### config.mk
export PLATFORM = sky130hd
export DESIGN_NAME = dual_interval_timer
export DESIGN_NICKNAME = d
export VERILOG_FILES = /design/src/rtl/dit_pkg.sv /design/src/rtl/dit_prescaler.sv /design/src/rtl/dit_regfile.sv /design/src/rtl/dit_counter.sv /design/src/rtl/dit_flags.sv /design/src/rtl/dual_interval_timer.sv
export SDC_FILE = /design/constraint.sdc
export NUM_CORES = 1
export LEC_CHECK = 0
export BUFFER_PORTS_ARGS = -buffer_cell sky130_fd_sc_hd__buf_2
export CORE_MARGIN = 4
export CORE_UTILIZATION = 60
export DETAILED_ROUTE_END_ITERATION = 6
export PLACE_DENSITY = 0.81
export REMOVE_ABC_BUFFERS = 1
export SKIP_CTS_REPAIR_TIMING = 1
export SLEW_MARGIN = 20
export SYNTH_ARGS = -nofsm -noshare
export SYNTH_HDL_FRONTEND = slang
export SYNTH_SLANG_ARGS = --single-unit
### constraint.sdc
create_clock -name clk -period 5.9 [get_ports clk]
set_input_delay 1.77 -clock clk [delete_from_list [all_inputs] [get_ports clk]]
set_output_delay 1.77 -clock clk [all_outputs]
set_load 0.02 [all_outputs]
### src/rtl/dit_pkg.sv
// Package dit_pkg
// Purpose: shared register addresses and control bit positions for the dual
//          interval timer.
// Assumes: an 8-bit register address space decoded by the surrounding bus.
package dit_pkg;
    localparam logic [7:0] ADDR_PRE_A_HI = 8'h24;
    localparam logic [7:0] ADDR_PRE_A_LO = 8'h25;
    localparam logic [7:0] ADDR_PRE_B    = 8'h26;
    localparam logic [7:0] ADDR_CTRL     = 8'h27;

    localparam int CTL_LOAD_A = 0;
    localparam int CTL_LOAD_B = 1;
    localparam int CTL_EN_A   = 2;
    localparam int CTL_EN_B   = 3;
    localparam int CTL_CLR_A  = 4;
    localparam int CTL_CLR_B  = 5;

    localparam int PRE_A_W = 10;
    localparam int PRE_B_W = 8;

    // Decoded effect of one control write, per timer.
    typedef struct packed {
        logic ld_wr;   // control write happened
        logic ld_val;  // value of the load bit
        logic clr;     // flag clear request
    } tmr_cmd_t;
endpackage

### src/rtl/dit_prescaler.sv
// Module dit_prescaler
// Purpose: divides the clock into the step strobes of both timers. tick_a
//          fires once every STROBE_DIV clocks. tick_b fires on every B_RATIO-th
//          tick_a.
// Assumes: STROBE_DIV >= 1 and B_RATIO >= 2. Both run freely from reset.
module dit_prescaler #(
    parameter int STROBE_DIV = 32,
    parameter int B_RATIO    = 16
) (
    input  logic clk,
    input  logic rst_n,
    output logic tick_a,
    output logic tick_b
);
    localparam int PW = $clog2(STROBE_DIV + 1);
    localparam int BW = $clog2(B_RATIO);
    localparam logic [PW-1:0] P_LAST = PW'(STROBE_DIV - 1);
    localparam logic [BW-1:0] B_LAST = BW'(B_RATIO - 1);

    logic [PW-1:0] pcnt;
    logic [BW-1:0] bcnt;

    // Combinational strobes from the divider state.
    assign tick_a = (pcnt == P_LAST);
    assign tick_b = tick_a && (bcnt == B_LAST);

    // Clock divider producing the timer A strobe.
    always_ff @(posedge clk) begin
        if (!rst_n)      pcnt <= '0;
        else if (tick_a) pcnt <= '0;
        else             pcnt <= pcnt + 1'b1;
    end

    // Strobe divider producing the timer B strobe.
    always_ff @(posedge clk) begin
        if (!rst_n)      bcnt <= '0;
        else if (tick_b) bcnt <= '0;
        else if (tick_a) bcnt <= bcnt + 1'b1;
    end

    // tick_b is only ever a subset of tick_a.
    AST_B_WITHIN_A: assert property (@(posedge clk) disable iff (!rst_n)
        tick_b |-> tick_a);

    // Successive A strobes are never adjacent unless the divider is 1.
    AST_A_SPACING: assert property (@(posedge clk) disable iff (!rst_n)
        (tick_a && STROBE_DIV > 1) |=> !tick_a);
endmodule

### src/rtl/dit_regfile.sv
// Module dit_regfile
// Purpose: holds both preload registers and the interrupt enables. Turns
//          control writes into one-cycle load and clear commands per timer.
// Assumes: at most one write per cycle. Control bits 7:6 are accepted and
//          dropped. Unknown addresses are ignored.
module dit_regfile
    import dit_pkg::*;
(
    input  logic                 clk,
    input  logic                 rst_n,
    input  logic                 wr_en,
    input  logic [7:0]           wr_addr,
    input  logic [7:0]           wr_data,
    output logic [PRE_A_W-1:0]   pre_a,
    output logic [PRE_B_W-1:0]   pre_b,
    output logic                 en_a,
    output logic                 en_b,
    output tmr_cmd_t             cmd_a,
    output tmr_cmd_t             cmd_b
);
    logic [7:0] pre_a_hi;
    logic [1:0] pre_a_lo;
    logic       ctl_wr;

    // Address decode for the control register.
    assign ctl_wr = wr_en && (wr_addr == ADDR_CTRL);

    // Build the per-timer commands of the current control write.
    always_comb begin
        cmd_a.ld_wr  = ctl_wr;
        cmd_a.ld_val = wr_data[CTL_LOAD_A];
        cmd_a.clr    = ctl_wr && wr_data[CTL_CLR_A];
        cmd_b.ld_wr  = ctl_wr;
        cmd_b.ld_val = wr_data[CTL_LOAD_B];
        cmd_b.clr    = ctl_wr && wr_data[CTL_CLR_B];
    end

    assign pre_a = {pre_a_hi, pre_a_lo};

    // Preload register storage.
    always_ff @(posedge clk) begin
        if (!rst_n) begin
            pre_a_hi <= '0;
            pre_a_lo <= '0;
            pre_b    <= '0;
        end else if (wr_en) begin
            case (wr_addr)
                ADDR_PRE_A_HI: pre_a_hi <= wr_data;
                ADDR_PRE_A_LO: pre_a_lo <= wr_data[1:0];
                ADDR_PRE_B:    pre_b    <= wr_data;
                default: ;
            endcase
        end
    end

    // Interrupt enables, taken from every control write.
    always_ff @(posedge clk) begin
        if (!rst_n) begin
            en_a <= 1'b0;
            en_b <= 1'b0;
        end else if (ctl_wr) begin
            en_a <= wr_data[CTL_EN_A];
            en_b <= wr_data[CTL_EN_B];
        end
    end

    // A write elsewhere leaves the timer B preload alone.
    AST_PRE_B_HOLD: assert property (@(posedge clk) disable iff (!rst_n)
        !(wr_en && wr_addr == ADDR_PRE_B) |=> $stable(pre_b));
endmodule

### src/rtl/dit_counter.sv
// Module dit_counter
// Purpose: one down-counting interval timer with run state, conditional load,
//          clear-and-stop, and automatic reload on expiry.
// Assumes: tick is a one-cycle strobe. A control write outranks a step in the
//          same cycle. A preload of 0 expires on every step.
module dit_counter
    import dit_pkg::*;
#(
    parameter int W = 10
) (
    input  logic         clk,
    input  logic         rst_n,
    input  logic         tick,
    input  tmr_cmd_t     cmd,
    input  logic [W-1:0] preload,
    output logic         expire
);
    localparam logic [W-1:0] ONE = W'(1);

    logic [W-1:0] cnt;
    logic         run;
    logic         do_clear;
    logic         do_load;

    // Control-write outcomes for this cycle.
    assign do_clear = cmd.ld_wr && !cmd.ld_val;
    assign do_load  = cmd.ld_wr && cmd.ld_val && (cnt == '0);

    // Expiry: a running timer steps from one or zero, unless a write takes over.
    assign expire = run && tick && (cnt <= ONE) && !do_clear && !do_load;

    // Counter value: clear, load, reload or step.
    always_ff @(posedge clk) begin
        if (!rst_n)              cnt <= '0;
        else if (do_clear)       cnt <= '0;
        else if (do_load)        cnt <= preload;
        else if (expire)         cnt <= preload;
        else if (run && tick)    cnt <= cnt - 1'b1;
    end

    // Run state follows the last written load bit.
    always_ff @(posedge clk) begin
        if (!rst_n)         run <= 1'b0;
        else if (cmd.ld_wr) run <= cmd.ld_val;
    end

    AST_CLEAR_STOPS: assert property (@(posedge clk) disable iff (!rst_n)
        do_clear |=> (cnt == '0) && !run);

    AST_LOAD_NONZERO_KEEPS: assert property (@(posedge clk) disable iff (!rst_n)
        (cmd.ld_wr && cmd.ld_val && cnt != '0 && !(run && tick)) |=> $stable(cnt));

    AST_RELOAD: assert property (@(posedge clk) disable iff (!rst_n)
        expire |=> (cnt == $past(preload)) && run);

    AST_IDLE_STILL: assert property (@(posedge clk) disable iff (!rst_n)
        (!run && !cmd.ld_wr) |=> $stable(cnt));
endmodule

### src/rtl/dit_flags.sv
// Module dit_flags
// Purpose: the sticky expiry flags of both timers. A flag is set on expiry when
//          its enable is on, and cleared by request. The clear wins a tie.
// Assumes: expiry and clear inputs are one-cycle pulses. Index 0 is timer A.
module dit_flags #(
    parameter int N = 2
) (
    input  logic         clk,
    input  logic         rst_n,
    input  logic [N-1:0] expire,
    input  logic [N-1:0] enable,
    input  logic [N-1:0] clear,
    output logic [N-1:0] flag
);
    for (genvar i = 0; i < N; i++) begin : g_flag
        // One sticky flag with clear priority.
        always_ff @(posedge clk) begin
            if (!rst_n)                      flag[i] <= 1'b0;
            else if (clear[i])               flag[i] <= 1'b0;
            else if (expire[i] && enable[i]) flag[i] <= 1'b1;
        end

        AST_CLEAR_WINS: assert property (@(posedge clk) disable iff (!rst_n)
            clear[i] |=> !flag[i]);

        AST_SET_NEEDS_EN: assert property (@(posedge clk) disable iff (!rst_n)
            $rose(flag[i]) |-> ($past(enable[i]) && $past(expire[i])));
    end
endmodule

### src/rtl/dual_interval_timer.sv
// Module dual_interval_timer
// Purpose: top level of the two interval timers. Connects the register file,
//          the prescaler, two counters and the flag pair, and forms the status
//          byte and the interrupt line.
// Assumes: synchronous active-low reset. busy_in is already synchronous to clk.
module dual_interval_timer
    import dit_pkg::*;
#(
    parameter int STROBE_DIV = 32,
    parameter int B_RATIO    = 16
) (
    input  logic       clk,
    input  logic       rst_n,
    input  logic       wr_en,
    input  logic [7:0] wr_addr,
    input  logic [7:0] wr_data,
    input  logic       busy_in,
    output logic [7:0] status,
    output logic       irq
);
    logic [PRE_A_W-1:0] pre_a;
    logic [PRE_B_W-1:0] pre_b;
    logic               en_a, en_b;
    tmr_cmd_t           cmd_a, cmd_b;
    logic               tick_a, tick_b;
    logic               exp_a, exp_b;
    logic [1:0]         flag;

    dit_regfile u_regs (
        .clk(clk), .rst_n(rst_n), .wr_en(wr_en), .wr_addr(wr_addr),
        .wr_data(wr_data), .pre_a(pre_a), .pre_b(pre_b), .en_a(en_a),
        .en_b(en_b), .cmd_a(cmd_a), .cmd_b(cmd_b)
    );

    dit_prescaler #(.STROBE_DIV(STROBE_DIV), .B_RATIO(B_RATIO)) u_pre (
        .clk(clk), .rst_n(rst_n), .tick_a(tick_a), .tick_b(tick_b)
    );

    dit_counter #(.W(PRE_A_W)) u_cnt_a (
        .clk(clk), .rst_n(rst_n), .tick(tick_a), .cmd(cmd_a),
        .preload(pre_a), .expire(exp_a)
    );

    dit_counter #(.W(PRE_B_W)) u_cnt_b (
        .clk(clk), .rst_n(rst_n), .tick(tick_b), .cmd(cmd_b),
        .preload(pre_b), .expire(exp_b)
    );

    dit_flags #(.N(2)) u_flags (
        .clk(clk), .rst_n(rst_n), .expire({exp_b, exp_a}),
        .enable({en_b, en_a}), .clear({cmd_b.clr, cmd_a.clr}), .flag(flag)
    );

    // Status byte and interrupt line.
    assign status = {busy_in, 5'b0, flag};
    assign irq    = |flag;

    AST_IRQ_DROPS: assert property (@(posedge clk) disable iff (!rst_n)
        (cmd_a.clr && cmd_b.clr) |=> !irq);

    AST_RESET_QUIET: assert property (@(posedge clk)
        !rst_n |=> !irq);
endmodule

==> flow_summary.json, run 1 <==
{
  "cts-root-buf": "clkbuf_8",
  "cp.arrival_ns": 3.83,
  "drv_slew": 0,
  "grt_first_pass_wirelength_um": 10600,
  "start_kind": "input port",
  "die_w_um": 75.6,
  "yosys_warnings": 0,
  "port_buffers": 21,
  "viasPerCell": 6.37,
  "max_freq_mhz": 278,
  "ys_seq_elements": 52,
  "syn_to_final_growth_pct": 7.61,
  "synth_area_leaders": "dfxtp_1 (38%), nand2_1 (5.6%), nor2_1 (5.1%)",
  "tightest_slew_ns": 1.05,
  "synth_cell_types": 55,
  "r2r-start": "u_pre.pcnt[0]",
  "final_cell_mix": "dfxtp_1 (52), nand2_1 (41), nor2_1 (37), nand3_1 (23), buf_2 (21)",
  "grt_max_degree": 31,
  "post-synth-top-area-fraction": 0.379,
  "cpMaxStageDelayCell": "nand3_1",
  "utilization": 0.674,
  "final_nets": 376,
  "syn_area_um2": 2750,
  "critPathMaxStageDelay_ns": 0.55,
  "layout-drive-gt1-share": 0.126,
  "wirelength_um": 6310,
  "cts_max_level": 2,
  "worst-path-buf-inv": 1,
  "grt_pass1_vias": 2282,
  "worstPathRequired_ns": 6.13,
  "post-route-period-util": 0.609,
  "drc": 0,
  "grt_usage": 0.236,
  "critPathLaunch": "wr_addr[3]",
  "nFillCells": 378,
  "ys_async_sr_fraction": 0,
  "max_slew_margin": 0.295,
  "synthCells": 337,
  "r2r_slack_ns": 3.51,
  "synth-edff-count": 0,
  "hold_path.class": "register to register",
  "cts_max_path_buffers": 2,
  "fin_crit_ns": 3.59,
  "firstDrtPassIters": 5,
  "path_max_fanout": 12,
  "rr_endpoint": "u_cnt_b.cnt[3]",
  "cts_made_buffers": 5,
  "fp-row-count": 24,
  "vias": 2559,
  "place_hpwl_um": 4500,
  "drtAntennaViolNets": 0,
  "finalSetupViolCount": 0,
  "endpoint": "u_cnt_a.cnt[1]",
  "p_per_area_nw_per_um2": 219,
  "met3_length_um": 412,
  "worstSetupPathType": "input port to register",
  "final_hold_viol_count": 0,
  "status": "completed",
  "setup_tns_ns": 0,
  "highest-signal-layer": "met4",
  "die_h_um": 75.6,
  "clock_skew_ns": 0.00716,
  "rr_worst_depth": 6,
  "routedWlPerCell_um": 15.7,
  "drt-met1-wl_um": 2980,
  "yosysSeqAreaShare": 0.379,
  "initial_utilization": 0.626,
  "drt_iter0_markers": 241,
  "clkTransAtPathRegs_ns": 0.09,
  "diodes": 0,
  "crit_path_end_kind": "register",
  "die-area_um2": 5720,
  "synth_top_area_cell": "dfxtp_1",
  "rsz0062_at_grt": "no",
  "crit_chain": "buf_2, or3b_4, nor3_2, nand3_1, and3_1, nor3_1",
  "coreArea_um2": 4380,
  "ios": 29,
  "gp_congestion": 0.860,
  "drv_cap": 0,
  "cp_top_family": "simple AND/OR/NAND/NOR gates",
  "cp_num_cells": 6,
  "cts_tree": "yes",
  "clk_latency_ns": 0.31,
  "grt_antenna_before_repair": 0,
  "avgSynthCellArea_um2": 8.15,
  "grt_overflow": 0,
  "final_common_cell": "dfxtp_1",
  "p_leak_uw": 0.00108,
  "vdd_ir_drop_max_mv": 0.166,
  "cts.sinks": 52,
  "synth_flop_cell": "dfxtp_1",
  "wl_met2_um": 2840
}
-- synthesized netlist by cell type, types with 5 or more instances --
library cell / n
nor3b_1: 5
xor2_1: 5
nor2_1: 37
nor3_1: 10
nand4_1: 6
dfxtp_1: 52
a31oi_1: 11
clkbuf_1: 10
nand2_1: 41
nand3_1: 23
ha_1: 7
o21ai_0: 12
mux2i_1: 10
inv_1: 6
or4_1: 10
buf_4: 7
o2111ai_1: 6
a21oi_1: 17
-- layer usage --
| layer | track usage | vias to the layer above |
|---|---|---|
| met4 | 0.0757 | 0 |
| met1 | 0.338 | 1202 |
| met2 | 0.353 | 95 |
| met5 | 0 | - |
| met3 | 0.0541 | 10 |
| li1 | - | 1252 |
-- metrics by stage --
| step | total power [µW] | hold WS, ns | worst slack, ns | std cells | instance area [µm²] |
|---|---|---|---|---|---|
| final | 648 | 0.452 | 2.31 | 402 | 2950 |
| after global routing | 667 | 0.478 | 2.21 | 402 | 2950 |
| after CTS | 650 | 0.455 | 2.36 | 402 | 2950 |
| after detailed placement | 392 | 0.435 | 2.05 | 394 | 2830 |
| after global placement | 391 | 0.434 | 2.10 | 394 | 2830 |
| after floorplan | 378 | 0.418 | 2.22 | 319 | 2650 |
-- worst min path at each step --
stage	start	endpoint	slack, ns	cells past startpoint
finish	u_pre.pcnt[0]	u_pre.pcnt[0]	0.45	1
global route	u_regs.pre_a_hi[0]	u_regs.pre_a_hi[0]	0.48	2
CTS	u_pre.pcnt[0]	u_pre.pcnt[0]	0.46	1
detailed placement	u_pre.pcnt[0]	u_pre.pcnt[0]	0.44	1
global placement	u_pre.pcnt[0]	u_pre.pcnt[0]	0.43	1
floorplan	u_pre.pcnt[0]	u_pre.pcnt[0]	0.42	1
-- worst register-to-register path, cell delays in order (launching register included) --
cell     delay (ns)
dfxtp_1        0.36
ha_1           0.20
nand2_1        0.11
or4_1          0.62
or4_1          0.47
or4_1          0.41
a31oi_1        0.16
-- sequential cells by signal, summed over array words and instances, names as in the netlist --
register         cells
u_cnt_b.run          1
u_pre.pcnt           6
u_flags.flag         2
u_cnt_a.cnt         10
u_regs.pre_a_lo      2
u_regs.en_b          1
u_cnt_a.run          1
u_pre.bcnt           4
u_regs.pre_b         8
u_regs.pre_a_hi      8
u_regs.en_a          1
u_cnt_b.cnt          8
-- layout make-up --
type,count,area (µm²),area share
tap,52,65.1,0.0220
timing repair buffer,23,120,0.0407
clock inverter,2,38.8,0.0131
clock buffer,6,82.6,0.0280
sequential,52,1040,0.352
inverter,6,22.5,0.00762
multi-input combinational,261,1580,0.536
-- cells by family after synthesis --
logic type,share of synthesized area
buf+inv,0.0492
xor+xnor,0.0255
flops,0.379
mux,0.0365
simple gates,0.321
compound gates,0.155
fa+ha+maj,0.0319
other cells,0.00137
-- power breakdown --
group	switching [µW]	internal, µW	leakage (µW)	total [µW]
registers	1.42	353	0.000419	354
clock network	125	139	0.0000614	264
logic	19.6	10.2	0.000598	29.8
total	146	502	0.00108	648
Power figures use the tool's default switching activity.
==> run 2: changes to the inputs <==
- CORE_UTILIZATION: 60 -> 53
- PLACE_DENSITY: 0.81 -> 0.76
- clock period: 5.9 -> 3.2 ns (I/O delays scaled with it)
==> run 2 against run 1 <==
Core utilization decreased by 6.0 points. Critical path depth unchanged. Sequential share of layout area is 0.46 points lower. Clock skew about the same. First-iteration DRC count fell by 18%. Power rose by 79%. Sequential power increased by 84%. Combinational power rose by 89%. Critical path type unchanged. Largest cell class unchanged. Largest power group unchanged.
==> flow_summary.json, run 2 (same netlist as run 1, synthesis figures left out) <==
{
  "status": "completed",
  "cts_max_path_buffers": 2,
  "drt_iter0_markers": 197,
  "place_area_um2": 2880,
  "place_hpwl_um": 4520,
  "die-area_um2": 6400,
  "max_freq_mhz": 371,
  "power_uw": 1160,
  "firstDrtPassIters": 5,
  "viasPerCell": 6.02,
  "final_nets": 380,
  "coreArea_um2": 4880,
  "routedWlPerCell_um": 14.9,
  "tightest_slew_ns": 1.00,
  "p_leak_uw": 0.00109,
  "ios": 29,
  "cts_max_level": 2,
  "path_max_fanout": 6,
  "grt_antenna_before_repair": 0,
  "grt_overflow": 0,
  "gp_congestion": 0.888,
  "grtUsageMet3": 0.0440,
  "worstSetupPathType": "input port to register",
  "finalSetupViolCount": 0,
  "drv_slew": 0,
  "p_per_area_nw_per_um2": 388,
  "layout-drive-gt1-share": 0.136,
  "worstPathRequired_ns": 3.43,
  "syn_to_final_growth_pct": 9.02,
  "start_kind": "input port",
  "initial_utilization": 0.563,
  "drv_cap": 0,
  "cts_made_buffers": 5,
  "critPathMaxStageDelay_ns": 0.62,
  "r2r-start": "u_pre.pcnt[0]",
  "cpMostUsedCell": "or4_1",
  "rsz0062_at_grt": "no",
  "max_slew_margin": 0.331,
  "cp.arrival_ns": 2.93,
  "vdd_ir_drop_max_mv": 0.218,
  "grt_usage": 0.211,
  "utilization": 0.613,
  "hold_path.class": "register to register",
  "clkTransAtPathRegs_ns": 0.09,
  "grt_busiest_layer": "met2",
  "wirelength_um": 6260,
  "grt_use_met1": 0.299,
  "worstHoldStart": "u_pre.pcnt[0]",
  "port_buffers": 21,
  "setup_tns_ns": 0,
  "final_common_cell": "dfxtp_1",
  "crit_path_end_kind": "register",
  "final_cell_mix": "dfxtp_1 (52), nand2_1 (41), nor2_1 (37), nand3_1 (23), buf_2 (21)",
  "cp_top_family": "simple AND/OR/NAND/NOR gates",
  "crit_chain": "buf_2, or3b_4, or4_1, and2_4, or4_1, a31oi_1",
  "die_h_um": 80.0,
  "vias": 2536,
  "grt_first_pass_wirelength_um": 10800,
  "largest_register_ffs": 10,
  "grt_pass1_vias": 2267,
  "grt_max_degree": 26,
  "die_w_um": 80.0,
  "diodes": 0,
  "fp-row-count": 25,
  "drtAntennaViolNets": 0,
  "cts-root-buf": "clkbuf_8",
  "fin_crit_ns": 2.70,
  "worst-path-buf-inv": 1,
  "cpMaxStageDelayCell": "or4_1",
  "top_register": "u_cnt_a.cnt",
  "critPathLaunch": "wr_addr[3]",
  "fin_area_um2": 2990,
  "post-route-period-util": 0.842,
  "cts_tree": "yes",
  "clock_skew_ns": 0.00708,
  "clk_latency_ns": 0.31,
  "use_met2": 0.321,
  "cts.sinks": 52,
  "final_hold_viol_count": 0,
  "drc": 0
}
[run 2: cell types whose count changed in the layout (fill, tap and decap cells not counted)]
cell        delta
clkbuf_8       -1
clkinvlp_4     +1
clkinv_4       -1
clkinv_2       +1
buf_4          +4
[run 2: cell type report]
cell class	instances	area [µm²]
fillers	445	1890
multi-input cells	261	1580
flip-flops and latches	52	1040
repair buffers	27	150
well taps	67	83.8
clock buffers	5	68.8
clock inverters	3	42.5
inverters	6	22.5
[run 2: power breakdown]
part | total (µW) | switching [µW] | internal, µW | leakage, µW
registers | 653 | 2.45 | 650 | 0.000419
clock network | 452 | 220 | 232 | 0.0000541
logic | 56.3 | 36.7 | 19.6 | 0.000619
[run 2: through the flow]
step                      hold WS [ns]  std cells  setup slack (ns)
final                            0.450        421             0.504
after global routing             0.476        421             0.434
after CTS                        0.459        421             0.504
after detailed placement         0.445        413             0.174
after global placement           0.435        413             0.254
after floorplan                  0.418        319             0.327
[run 2: routing by layer]
| metal | wire length (µm) | share of wire | vias to the layer above |
|---|---|---|---|
| li1 | - | - | 1254 |
| met1 | 3030 | 0.48 | 1188 |
| met2 | 2790 | 0.45 | 86 |
| met3 | 348 | 0.056 | 8 |
| met4 | 91 | 0.015 | 0 |
| met5 | 0 | 0 | - |
[run 2: final timing paths]
check	slack (ns)	depth (start not counted)	endpoint
min	0.45	1	u_pre.pcnt[0]
max	0.50	6	u_cnt_b.cnt[3]
min reg2reg	0.45	1	u_pre.pcnt[0]
max reg2reg	0.78	6	u_cnt_b.cnt[3]
==> run 3: changes to the inputs <==
- clock period: 3.2 -> 2.45 ns (I/O delays scaled with it)
==> run 3 against run 2 <==
Sequential cell count did not move. Largest power group unchanged. Combinational power is 40% higher. Final cell count up 4.8%. Largest cell class unchanged. Setup slack got worse by 0.39 ns. Non-clock buffer count increased by 20. Clock skew hardly changed. Core utilization grew 2.7 points. Global-route usage rose by 0.82 points. Via count rose by 3.7%. Power is 23% higher. Highest routed layer unchanged. Routed wire length grew 3.3%.
==> flow_summary.json, run 3 (same netlist as run 1, synthesis figures left out) <==
{
  "drtAntennaViolNets": 0,
  "final_nets": 400,
  "cts_max_level": 2,
  "hold_depth": 1,
  "die_w_um": 80.0,
  "layout-drive-gt1-share": 0.184,
  "routedWlPerCell_um": 14.7,
  "clkTransAtPathRegs_ns": 0.10,
  "min_to": "u_pre.pcnt[0]",
  "ios": 29,
  "crit_path_end_kind": "register",
  "p_leak_uw": 0.00118,
  "post-route-period-util": 0.954,
  "cts_tree": "yes",
  "r2r_slack_ns": 0.13,
  "vias": 2629,
  "final_hold_viol_count": 0,
  "hold_path.class": "register to register",
  "die_h_um": 80.0,
  "diodes": 0,
  "worst-path-buf-inv": 1,
  "r2r-start": "u_pre.pcnt[1]",
  "path_max_fanout": 2,
  "grt_first_pass_wirelength_um": 11200,
  "worstHoldStart": "u_pre.pcnt[0]",
  "cpMaxStageDelayCell": "or4_1",
  "gp_congestion": 0.839,
  "clk_latency_ns": 0.30,
  "grt_antenna_before_repair": 0,
  "wirelength_um": 6460,
  "max_freq_mhz": 428,
  "firstDrtPassIters": 5,
  "largest_register_ffs": 10,
  "cp_top_family": "simple AND/OR/NAND/NOR gates",
  "drc": 0,
  "place_area_um2": 3020,
  "drv_slew": 0,
  "viasPerCell": 5.96,
  "fin_area_um2": 3120,
  "fin_crit_ns": 2.34,
  "cp.arrival_ns": 2.57,
  "rr_worst_depth": 6,
  "final_cell_mix": "dfxtp_1 (51), nand2_1 (41), nor2_1 (37), buf_4 (26), nand3_1 (23)",
  "crit_chain": "buf_2, or3b_4, or4_1, and2_4, or4_1, a31oi_1",
  "max_slew_margin": 0.379,
  "initial_utilization": 0.563,
  "grt_pass1_vias": 2434,
  "drt_iter0_markers": 269,
  "grt_usage": 0.219,
  "die-area_um2": 6400,
  "finalSetupViolCount": 0,
  "cts_made_buffers": 5,
  "grt_max_degree": 25,
  "place_hpwl_um": 4860,
  "coreArea_um2": 4880,
  "syn_to_final_growth_pct": 13.8,
  "status": "completed",
  "critPathMaxStageDelay_ns": 0.53,
  "tightest_slew_ns": 0.932,
  "worstSetupPathType": "input port to register",
  "drv_cap": 0,
  "cpMostUsedCell": "or4_1",
  "fp-row-count": 25,
  "cts_max_path_buffers": 2,
  "top_register": "u_cnt_a.cnt",
  "utilization": 0.640,
  "grt_overflow": 0,
  "vdd_ir_drop_max_mv": 0.302,
  "rr_endpoint": "u_cnt_b.cnt[3]",
  "final_common_cell": "dfxtp_1",
  "worstPathRequired_ns": 2.69,
  "clock_skew_ns": 0.00660,
  "p_per_area_nw_per_um2": 455,
  "rsz0062_at_grt": "no",
  "cts.sinks": 52,
  "port_buffers": 21,
  "start_kind": "input port",
  "cts-root-buf": "clkbuf_8"
}
## run 3: how the worst max path moves through the flow
stage,startpoint,to,slack (ns),cells past startpoint
floorplan,wr_addr[7],u_regs.pre_b[0],-0.20,5
global placement,wr_addr[3],u_cnt_b.cnt[2],-0.14,6
global route,wr_addr[3],u_cnt_a.cnt[9],0.02,8
finish,wr_addr[3],u_cnt_b.cnt[2],0.11,6
CTS,u_pre.pcnt[0],u_cnt_b.cnt[3],0.10,6
detailed placement,wr_addr[3],u_cnt_b.cnt[2],-0.19,6
## run 3: metal layers
metal  global-route usage  wire (µm)  share of wire
met2                0.353       2860           0.44
met4               0.0625         70          0.011
met3               0.0395        386          0.060
met5                    0          0              0
met1                0.299       3150           0.49
## run 3: stage by stage
| step | hold slack (ns) | instances | power, µW | worst slack [ns] | TNS, ns |
|---|---|---|---|---|---|
| 2_1_floorplan | 0.418 | 319 | 911 | -0.198 | -1.76 |
| 3_3_place_gp | 0.430 | 431 | 949 | -0.145 | -1.22 |
| 3_5_place_dp | 0.441 | 431 | 950 | -0.190 | -1.90 |
| 4_1_cts | 0.457 | 439 | 1430 | 0.101 | 0 |
| 5_1_grt | 0.457 | 441 | 1480 | 0.0166 | 0 |
| 6_report | 0.424 | 441 | 1420 | 0.113 | 0 |
## run 3: layout make-up
type / count / area [µm²]
multi-input cells: 261 / 1590
inverters: 6 / 22.5
repair buffers: 47 / 300
well taps: 67 / 83.8
clock inverters: 2 / 16.3
clock buffers: 6 / 72.6
fillers: 440 / 1760
flip-flops and latches: 52 / 1040
## run 3: power by group
group          leakage, µW  internal (µW)  switching, µW  total (µW)
combinational     0.000714           30.2           48.4        78.6
clock            0.0000414            204            287         491
sequential        0.000419            849           3.54         853
